$ cat config.mk
export PLATFORM = sky130hd
export DESIGN_NAME = tx_piece_copier
export DESIGN_NICKNAME = d
export VERILOG_FILES = /design/src/rtl/txpc_pkg.sv /design/src/rtl/tx_copy_seq.sv /design/src/rtl/tx_frame_fifo.sv /design/src/rtl/tx_cmd_ctrl.sv /design/src/rtl/tx_piece_copier.sv
export SDC_FILE = /design/constraint.sdc
export NUM_CORES = 1
export LEC_CHECK = 0
export CAP_MARGIN = 20
export CORE_ASPECT_RATIO = 1.5
export CORE_MARGIN = 2
export CORE_UTILIZATION = 30
export CTS_CLUSTER_DIAMETER = 50
export CTS_CLUSTER_SIZE = 20
export DETAILED_ROUTE_END_ITERATION = 10
export GPL_ROUTABILITY_DRIVEN = 0
export SYNTH_ARGS = -nofsm -noshare
export SYNTH_HDL_FRONTEND = slang
export SYNTH_SLANG_ARGS = --single-unit
$ cat constraint.sdc
create_clock -name clk -period 11 [get_ports clk]
set_clock_uncertainty 0.1 [all_clocks]
set_input_delay 2.75 -clock clk [delete_from_list [all_inputs] [get_ports clk]]
set_output_delay 2.75 -clock clk [all_outputs]
set_load 0.02 [all_outputs]
$ cat src/rtl/txpc_pkg.sv
package txpc_pkg;

    localparam int CMD_W     = 64;
    localparam int ADDR_W    = 32;
    localparam int LEN_W     = 16;
    localparam int BYTE_W    = 8;
    localparam int LEN_LO    = 32;
    localparam int EOP_BIT   = 62;
    localparam int CSUM_BIT  = 63;
    localparam int ST_OK     = 32;
    localparam int ST_BUSY   = 33;
    localparam int ST_FULL   = 34;
    localparam int ST_CNT_LO = 48;
    localparam int ST_CNT_W  = 16;

    typedef struct packed {
        logic [ADDR_W-1:0] addr;
        logic [LEN_W-1:0]  len;
        logic              eop;
        logic              csum;
    } piece_cmd_t;

    typedef struct packed {
        logic [BYTE_W-1:0] data;
        logic              last;
        logic              csum;
    } q_entry_t;

    function automatic piece_cmd_t unpack_cmd(input logic [CMD_W-1:0] w);
        piece_cmd_t c;
        c.addr = w[ADDR_W-1:0];
        c.len  = w[LEN_LO +: LEN_W];
        c.eop  = w[EOP_BIT];
        c.csum = w[CSUM_BIT];
        return c;
    endfunction

endpackage

$ cat src/rtl/tx_copy_seq.sv
module tx_copy_seq
    import txpc_pkg::*;
(
    input  logic              clk,
    input  logic              rst,
    input  logic              start,
    input  piece_cmd_t        start_cmd,
    input  logic              pkt_csum,
    output logic              mem_rd_en,
    output logic [ADDR_W-1:0] mem_rd_addr,
    input  logic [BYTE_W-1:0] mem_rd_data,
    output logic              wr_en,
    output q_entry_t          wr_ent,
    output logic              busy
);
    logic              issuing;
    logic              pend_v;
    logic              pend_final;
    logic [ADDR_W-1:0] cur_addr;
    logic [LEN_W-1:0]  left;
    logic              eop_q;
    logic              csum_q;

    always_ff @(posedge clk) begin
        if (rst) begin
            issuing    <= 1'b0;
            pend_v     <= 1'b0;
            pend_final <= 1'b0;
            cur_addr   <= '0;
            left       <= '0;
            eop_q      <= 1'b0;
            csum_q     <= 1'b0;
        end else begin
            pend_v     <= issuing;
            pend_final <= issuing && (left == LEN_W'(1));
            if (start) begin
                issuing  <= 1'b1;
                cur_addr <= start_cmd.addr;
                left     <= start_cmd.len;
                eop_q    <= start_cmd.eop;
                csum_q   <= pkt_csum;
            end else if (issuing) begin
                cur_addr <= cur_addr + ADDR_W'(1);
                left     <= left - LEN_W'(1);
                if (left == LEN_W'(1)) issuing <= 1'b0;
            end
        end
    end

    assign mem_rd_en   = issuing;
    assign mem_rd_addr = cur_addr;
    assign busy        = issuing | pend_v;
    assign wr_en       = pend_v;
    assign wr_ent.data = mem_rd_data;
    assign wr_ent.last = pend_final & eop_q;
    assign wr_ent.csum = pend_final & eop_q & csum_q;

    a_r6_start_when_idle: assert property (@(posedge clk) disable iff (rst)
        start |-> !busy);
    a_r1_reads_inside_copy: assert property (@(posedge clk) disable iff (rst)
        mem_rd_en |-> left != '0);
    a_r1_busy_after_start: assert property (@(posedge clk) disable iff (rst)
        start |=> busy);

endmodule

$ cat src/rtl/tx_frame_fifo.sv
module tx_frame_fifo
    import txpc_pkg::*;
#(
    parameter int DEPTH = 32,
    localparam int AW   = $clog2(DEPTH) + 1
)(
    input  logic          clk,
    input  logic          rst,
    input  logic          wr_en,
    input  q_entry_t      wr_ent,
    output logic [AW-1:0] free,
    output logic          full,
    output logic [AW-1:0] pkt_count,
    output logic          lk_valid,
    input  logic          lk_ready,
    output q_entry_t      lk_ent
);
    q_entry_t      store [DEPTH];
    logic [AW-1:0] wr_ptr;
    logic [AW-1:0] rd_ptr;
    logic [AW-1:0] commit_ptr;
    logic [AW-1:0] occ;
    logic          pop;
    logic          pop_last;
    logic          push_last;

    assign occ       = wr_ptr - rd_ptr;
    assign free      = AW'(DEPTH) - occ;
    assign full      = (occ == AW'(DEPTH));
    assign lk_valid  = (rd_ptr != commit_ptr);
    assign lk_ent    = store[rd_ptr[AW-2:0]];
    assign pop       = lk_valid & lk_ready;
    assign pop_last  = pop & lk_ent.last;
    assign push_last = wr_en & wr_ent.last;

    always_ff @(posedge clk) begin
        if (wr_en) store[wr_ptr[AW-2:0]] <= wr_ent;
    end

    always_ff @(posedge clk) begin
        if (rst) begin
            wr_ptr     <= '0;
            rd_ptr     <= '0;
            commit_ptr <= '0;
            pkt_count  <= '0;
        end else begin
            if (wr_en)     wr_ptr     <= wr_ptr + AW'(1);
            if (push_last) commit_ptr <= wr_ptr + AW'(1);
            if (pop)       rd_ptr     <= rd_ptr + AW'(1);
            case ({push_last, pop_last})
                2'b10:   pkt_count <= pkt_count + AW'(1);
                2'b01:   pkt_count <= pkt_count - AW'(1);
                default: pkt_count <= pkt_count;
            endcase
        end
    end

    a_r5_no_write_when_full: assert property (@(posedge clk) disable iff (rst)
        wr_en |-> !full);
    a_r2_link_sees_only_done_packets: assert property (@(posedge clk) disable iff (rst)
        lk_valid |-> pkt_count != '0);
    a_r10_count_drops_on_last: assert property (@(posedge clk) disable iff (rst)
        (pop_last && !push_last) |=> pkt_count == $past(pkt_count) - AW'(1));

endmodule

$ cat src/rtl/tx_cmd_ctrl.sv
module tx_cmd_ctrl
    import txpc_pkg::*;
#(
    parameter int DEPTH = 32,
    localparam int AW   = $clog2(DEPTH) + 1
)(
    input  logic             clk,
    input  logic             rst,
    input  logic             cmd_wr_en,
    input  logic [CMD_W-1:0] cmd_word,
    input  logic             eng_busy,
    input  logic [AW-1:0]    free,
    input  logic             beat,
    output logic             start,
    output piece_cmd_t       start_cmd,
    output logic             pkt_csum_out,
    output logic             last_ok,
    output logic [LEN_W-1:0] bytes_done
);
    logic       pkt_open;
    logic       pkt_csum;
    logic       take;
    logic       fits;
    piece_cmd_t c;

    assign c            = unpack_cmd(cmd_word);
    assign take         = cmd_wr_en & ~eng_busy;
    assign fits         = (c.len != '0) && (32'(c.len) <= 32'(free));
    assign start        = take & fits;
    assign start_cmd    = c;
    assign pkt_csum_out = pkt_open ? pkt_csum : c.csum;

    always_ff @(posedge clk) begin
        if (rst) begin
            pkt_open   <= 1'b0;
            pkt_csum   <= 1'b0;
            last_ok    <= 1'b0;
            bytes_done <= '0;
        end else begin
            if (take) begin
                last_ok    <= fits;
                bytes_done <= '0;
                if (fits) begin
                    if (!pkt_open) pkt_csum <= c.csum;
                    pkt_open <= ~c.eop;
                end
            end else if (beat) begin
                bytes_done <= bytes_done + LEN_W'(1);
            end
        end
    end

    a_r5_reject_clears_ok: assert property (@(posedge clk) disable iff (rst)
        (take && !fits) |=> (!last_ok && bytes_done == '0));
    a_r6_no_take_mid_copy: assert property (@(posedge clk) disable iff (rst)
        eng_busy |-> !start);

endmodule

$ cat src/rtl/tx_piece_copier.sv
module tx_piece_copier
    import txpc_pkg::*;
#(
    parameter int DEPTH = 32
)(
    input  logic        clk,
    input  logic        rst,
    input  logic        cmd_wr_en,
    input  logic [63:0] cmd_word,
    output logic [63:0] stat_word,
    input  logic        wait_req,
    output logic        wait_ack,
    output logic        mem_rd_en,
    output logic [31:0] mem_rd_addr,
    input  logic [7:0]  mem_rd_data,
    output logic        lk_valid,
    input  logic        lk_ready,
    output logic [7:0]  lk_data,
    output logic        lk_last,
    output logic        lk_csum
);
    localparam int AW = $clog2(DEPTH) + 1;

    logic             start;
    piece_cmd_t       start_cmd;
    logic             pkt_csum;
    logic             busy;
    logic             wr_en;
    q_entry_t         wr_ent;
    logic [AW-1:0]    free;
    logic             full;
    logic [AW-1:0]    pkt_count;
    q_entry_t         lk_ent;
    logic             last_ok;
    logic [LEN_W-1:0] bytes_done;

    tx_cmd_ctrl #(.DEPTH(DEPTH)) ctrl_i (
        .clk(clk), .rst(rst), .cmd_wr_en(cmd_wr_en), .cmd_word(cmd_word),
        .eng_busy(busy), .free(free), .beat(wr_en), .start(start),
        .start_cmd(start_cmd), .pkt_csum_out(pkt_csum), .last_ok(last_ok),
        .bytes_done(bytes_done)
    );

    tx_copy_seq seq_i (
        .clk(clk), .rst(rst), .start(start), .start_cmd(start_cmd),
        .pkt_csum(pkt_csum), .mem_rd_en(mem_rd_en), .mem_rd_addr(mem_rd_addr),
        .mem_rd_data(mem_rd_data), .wr_en(wr_en), .wr_ent(wr_ent), .busy(busy)
    );

    tx_frame_fifo #(.DEPTH(DEPTH)) fifo_i (
        .clk(clk), .rst(rst), .wr_en(wr_en), .wr_ent(wr_ent), .free(free),
        .full(full), .pkt_count(pkt_count), .lk_valid(lk_valid),
        .lk_ready(lk_ready), .lk_ent(lk_ent)
    );

    always_comb begin
        stat_word = '0;
        stat_word[LEN_W-1:0] = bytes_done;
        stat_word[ST_OK]     = last_ok;
        stat_word[ST_BUSY]   = busy;
        stat_word[ST_FULL]   = full;
        stat_word[ST_CNT_LO +: ST_CNT_W] = ST_CNT_W'(pkt_count);
    end

    assign wait_ack = wait_req & ~busy;
    assign lk_data  = lk_ent.data;
    assign lk_last  = lk_ent.last;
    assign lk_csum  = lk_ent.csum;

    a_r8_ack_only_idle: assert property (@(posedge clk) disable iff (rst)
        wait_ack |-> !stat_word[ST_BUSY]);
    a_r1_read_only_when_busy: assert property (@(posedge clk) disable iff (rst)
        mem_rd_en |-> stat_word[ST_BUSY]);
    a_r4_csum_only_on_last: assert property (@(posedge clk) disable iff (rst)
        (lk_valid && lk_csum) |-> lk_last);

endmodule

Word level (Yosys, flattened, before mapping)
Memory sizes are Yosys's and may differ from the RTL's. A register that Yosys moved wholly into a read port is not among the register bits.
Cells that the tools add are included.
{"block": "totals", "regBits": 96, "mem_bits_rw": 320, "input_bits": 77, "memories": 1}
{"block": "op_classes", "addsub": 9, "n_lt_le_gt_ge": 1, "n_eq_ne": 5, "muxes": 13, "bitwise": 11, "reduce_logical": 7}
{"name": "fifo_i.store", "depth": 32, "width": 10, "rd": 1, "rd_ports_with_merged_regs": 1, "write_ports": 1, "line": "tx_frame_fifo.sv:18", "text": "q_entry_t store [DEPTH];"}
{"operator": "two-way mux 32 bit", "n": 2}
{"operator": "adder 32 x 1 -> 32 bit (second input constant)", "n": 1}
{"operator": "two-way mux 16 bit", "n": 2}
{"operator": "adder 6 x 1 -> 6 bit (second input constant)", "n": 3}
{"operator": "adder 16 x 1 -> 16 bit (second input constant)", "n": 1}
{"operator": "equality test 16 x 1 -> 1 bit (second input constant)", "n": 1}
{"operator": "<= comparator 16 x 6 -> 1 bit", "n": 1}
{"operator": "nonzero test 16 bit", "n": 1}
{"operator": "subtractor 16 x 1 -> 16 bit (second input constant)", "n": 1}
{"operator": "one-hot mux 6 bit (2 select lines)", "n": 1}
{"operator": "two-way mux 5 bit", "n": 2}
{"operator": "bitwise AND 1 bit", "n": 8}
{"operator": "equality test 6 bit (second input constant)", "n": 1}
{"operator": "two-way mux 1 bit", "n": 6}
{"operator": "inequality test 6 bit", "n": 1}
{"operator": "subtractor 6 x 1 -> 6 bit (second input constant)", "n": 1}
{"operator": "subtractor 6 bit", "n": 1}
{"operator": "subtractor 6 bit (first input constant)", "n": 1}
{"operator": "nonzero test 2 bit", "n": 2}
{"operator": "equality test 2 x 1 -> 1 bit (second input constant)", "n": 1}
{"operator": "equality test 2 bit (second input constant)", "n": 1}
{"operator": "logical AND 1 bit", "n": 2}
{"operator": "inverter 1 bit", "n": 2}
{"operator": "AND reduction 2 bit", "n": 1}
{"operator": "2 further kinds", "n": 2}

Logic depth before layout (Yosys ltp)
{"block": "logic_depth", "depth_word": 6, "depth_mapped": 16}

Cells and area by module
From an unflattened synthesis, not the netlist that was laid out.
{"block": "unflattened", "cells_unflattened": 1333, "area_unflattened_um2": 18935.7}
{"module": "tx_frame_fifo", "n_inst": 1, "cells_each": 734, "area_each_um2": 14107.3, "seq_area_each_um2": 10189.8}
{"module": "tx_copy_seq", "n_inst": 1, "cells_each": 387, "area_each_um2": 3089.2, "seq_area_each_um2": 1061.0}
{"module": "tx_cmd_ctrl", "n_inst": 1, "cells_each": 168, "area_each_um2": 1406.3, "seq_area_each_um2": 380.4}
{"module": "tx_piece_copier", "n_inst": 1, "cells_each": 44, "area_each_um2": 332.8, "seq_area_each_um2": 0.0}

Least setup slack after synthesis
Ideal clock, no wire load.
{"block": "synth_path", "path_kind": "input -> output", "from": "input wait_req", "to": "output wait_ack", "arrival_time_ns": 3.064, "required_ns": 8.150, "setup_slack_ns": 5.086, "stages": 2, "path_buffers": 0, "path_cell_list": "inv_1 nor2_1"}
{"block": "synth_via", "elab_chain_len": 1}
{"element": "from (decl)", "line": "tx_piece_copier.sv:11", "text": "input logic wait_req,"}
{"element": "bitwise AND 1 bit", "line": "tx_piece_copier.sv:65", "text": "assign wait_ack = wait_req & ~busy;"}
{"element": "to (decl)", "line": "tx_piece_copier.sv:12", "text": "output logic wait_ack,"}
Every way passes these cells.

==> run summary <==
Pwr dens: 142 nW/µm²
CP dominant cell by count: mux4_2
Cell Area, Synth: 18,400 µm²
Routed WL: 44,500 µm
Clk root buf: clkbuf_16
Utilization after layout: 36.3%
Share of layout cells above drive strength 1: 19.1%
CP Data Required Time: 8150 ps
I/O Buffers: 132
Yosys reg bits: 420
CTS hold repair buffers: 0
Min Clock Period, post-route: 7110 ps
Syn Inst Count: 1,217
Worst-path maximum fanout: 44
H-tree levels: 2
Top area cells in the synthesized netlist: edfxtp_1 (52%), mux4_2 (12%), dfxtp_1 (11%)
Number of cell rows: 111
Post-Synth XOR/XNOR Area: 2.86%
DRC: 0
# setup viols final: 0
Drt pass-1 iters: 5
CTS tree: built
Slowest cell on crit path: dfxtp_4
Distinct cells, synth: 70
Chip width: 206 µm
Pin count of the biggest net entering global routing: 78
ANT nets after route: 0
Most common cell in the synthesized netlist: edfxtp_1
Initial antenna violation count: 1
WP depth: 5
FMAX: 0.141 GHz
Fin Hold WS: 357 ps
Antenna diode count: 0
Post-CTS Setup Inserts: 0
Worst Reg2Reg Path Length in Cells: 13
Dpl ws: 4210 ps
Status: finished, final reports clean
CP Buf/Inv Count: 2
Grt ovf: 0
Synth top cells by count: edfxtp_1 (320), dfxtp_1 (100), mux4_2 (100), nor2_1 (83), buf_4 (51)
Starting Density: 30.2%
CP delay by family, top: multiplexers
Synth Flop Type: edfxtp_1
Measured slew at the worst slew-check pin: 1110 ps
Drt via density: 5.00
Final setup TNS: 0 ps
Synth warn: 0
Max VDD drop: 99.6 µV
Clock Latency Late Sink: 560 ps
Die H: 307 µm
Seq/Total Area, Yosys: 63.2%
Die area: 63,300 µm²
Share of the clock period used by the worst path: 64.6%
Number of synthesized flops with an enable pin: 320
Hold Path Cell Cnt: 2
Post-synth top area share: 52.3%
Final Hold Fails: 0
Max-slew headroom: 25.6%
Num Clock Sinks: 420
Drt initial violations: 789
Vias: 11,000
Worst Hold Class: reg -> reg
Leading area contributor after synthesis: edfxtp_1
Critical Path, Cell by Cell: buf_4 > mux4_2 > mux4_2 > mux2_2 > clkdlybuf4s50_1
Leak Pwr: 6.74 nW
Startpoint types: flip-flop
Nets: 1,490
Mux contribution to synthesized area: 13.2%
Async S/R FF share, synth: 0%
Largest family of logic cells by synthesized area: multiplexers
DP Wirelength: 28,800 µm
Core Region: 60,800 µm²
Global Route Usage Sum: 14.1%
Adder-Cell Fraction of Synth Area: 1.99%
Slew Viols, Final: 0
CTS buffer count: 39
Max-Cap Viols: 0
CTS Buffer Depth: 3
Drt wl/cell: 20.2 µm
Post-synthesis compound-gate area fraction: 6.08%
Clock slew at reported path FFs: 70 ps
First-pass GRT wire length: 67,600 µm
RSZ-0062 raised after global routing: false
Synth Area in Simple Gates: 8.82%
Post_cts resized: 0
CP max stage delay: 840 ps
Critical path class: reg -> out
Syn Area/Cell: 15.1 µm²
IO Pins: 186
Area grow syn2layout: 20.3%
Arrival time of the worst setup path: 4260 ps
Post-route setup slack: 3890 ps
Vias in the first global route: 11,200
Fill count: 5,786
Critical path capture point type: primary output
power breakdown:
group	switching [mW]	total, mW	internal [mW]
Combinational	0.0484	0.0782	0.0299
Sequential	0.000164	1.70	1.70
Clock	0.659	1.37	0.712
cell families after synthesis:
logic type | count (synthesis)
AND/OR/NAND/NOR | 308
XOR/XNOR | 60
buffers and inverters | 130
other | 1
adder cells (fa/ha/maj) | 28
AO/OA/AOI/OAI | 154
multiplexers | 116
flip-flops | 420
final timing paths:
| kind | start | end | slack (ps) |
|---|---|---|---|
| worst max-delay path | flip-flop | lk_data[4] | 3890 |
| worst min-delay path | ctrl_i.last_ok | ctrl_i.last_ok | 360 |
| worst max register to register | flip-flop | fifo_i.pkt_count[4] | 5770 |
| worst min register to register | ctrl_i.last_ok | ctrl_i.last_ok | 360 |
registers in the layout, indices dropped and copies added (netlist names), named ones only:
| name | cells |
|---|---|
| fifo_i.store | 320 |
| seq_i.mem_rd_addr | 32 |
| ctrl_i.bytes_done | 16 |
| seq_i.left | 16 |
| fifo_i.commit_ptr | 6 |
| fifo_i.pkt_count | 6 |
| fifo_i.rd_ptr | 6 |
| fifo_i.wr_ptr | 6 |
| ctrl_i.last_ok | 1 |
| ctrl_i.pkt_csum | 1 |
| ctrl_i.pkt_open | 1 |
| seq_i.eop_q | 1 |
| seq_i.mem_rd_en | 1 |
| seq_i.pend_final | 1 |
| seq_i.wr_en | 1 |
tightest hold or removal path, cell delays in order (launching register included):
cell,delay [ps]
dfxtp_1,310
nand2_1,50
a21oi_1,50
stage by stage:
| stage | power (mW) | cell area (µm²) | cells |
|---|---|---|---|
| after global routing | 3.25 | 22100 | 2203 |
| final | 3.15 | 22100 | 2203 |
| after floorplan | 1.77 | 18500 | 1255 |
| after global placement | 1.80 | 20600 | 2118 |
| after detailed placement | 1.81 | 20600 | 2123 |
| after CTS | 3.17 | 21900 | 2191 |
layout make-up:
cell class | instances | area [µm²] | area share [%]
inverter | 35 | 131 | 0.594
multi-input combinational | 705 | 6240 | 28.2
tap | 791 | 990 | 4.48
clock inverter | 27 | 302 | 1.36
sequential | 420 | 11600 | 52.5
timing repair buffer | 184 | 1850 | 8.36
clock buffer | 41 | 983 | 4.45
metal layers:
layer	track usage, %	vias up	wire, µm
met3	3.39	76	2750
li1	-	5024	-
met5	0	-	13
met4	5.08	2	1460
met1	16.4	5562	17000
met2	25.2	353	23300
cell usage in the layout, fill, tap and decap left out, types with 5 or more instances in the layout:
cell and count:
a31oi_1 9, inv_6 8, ha_1 26, a211oi_2 11
or2_2 5, a211oi_1 11, xor2_1 30, a21o_1 5
or4_1 6, clkbuf_16 41, dfxtp_1 98, and3_1 12
nor4_1 21, clkdlybuf4s50_1 131, edfxtp_1 320, or3_1 10
nor2_1 83, buf_4 38, nand2b_1 5, nand3_1 29
nand4_1 22, mux2_2 13, nor2b_1 7, buf_8 5
a21oi_1 45, xnor2_1 30, conb_1 39, mux4_2 100
o31ai_1 14, nor3_1 32, o221a_2 5, nand2_1 48
o21ai_0 20, inv_1 34
(Power assumes the default switching activity.)
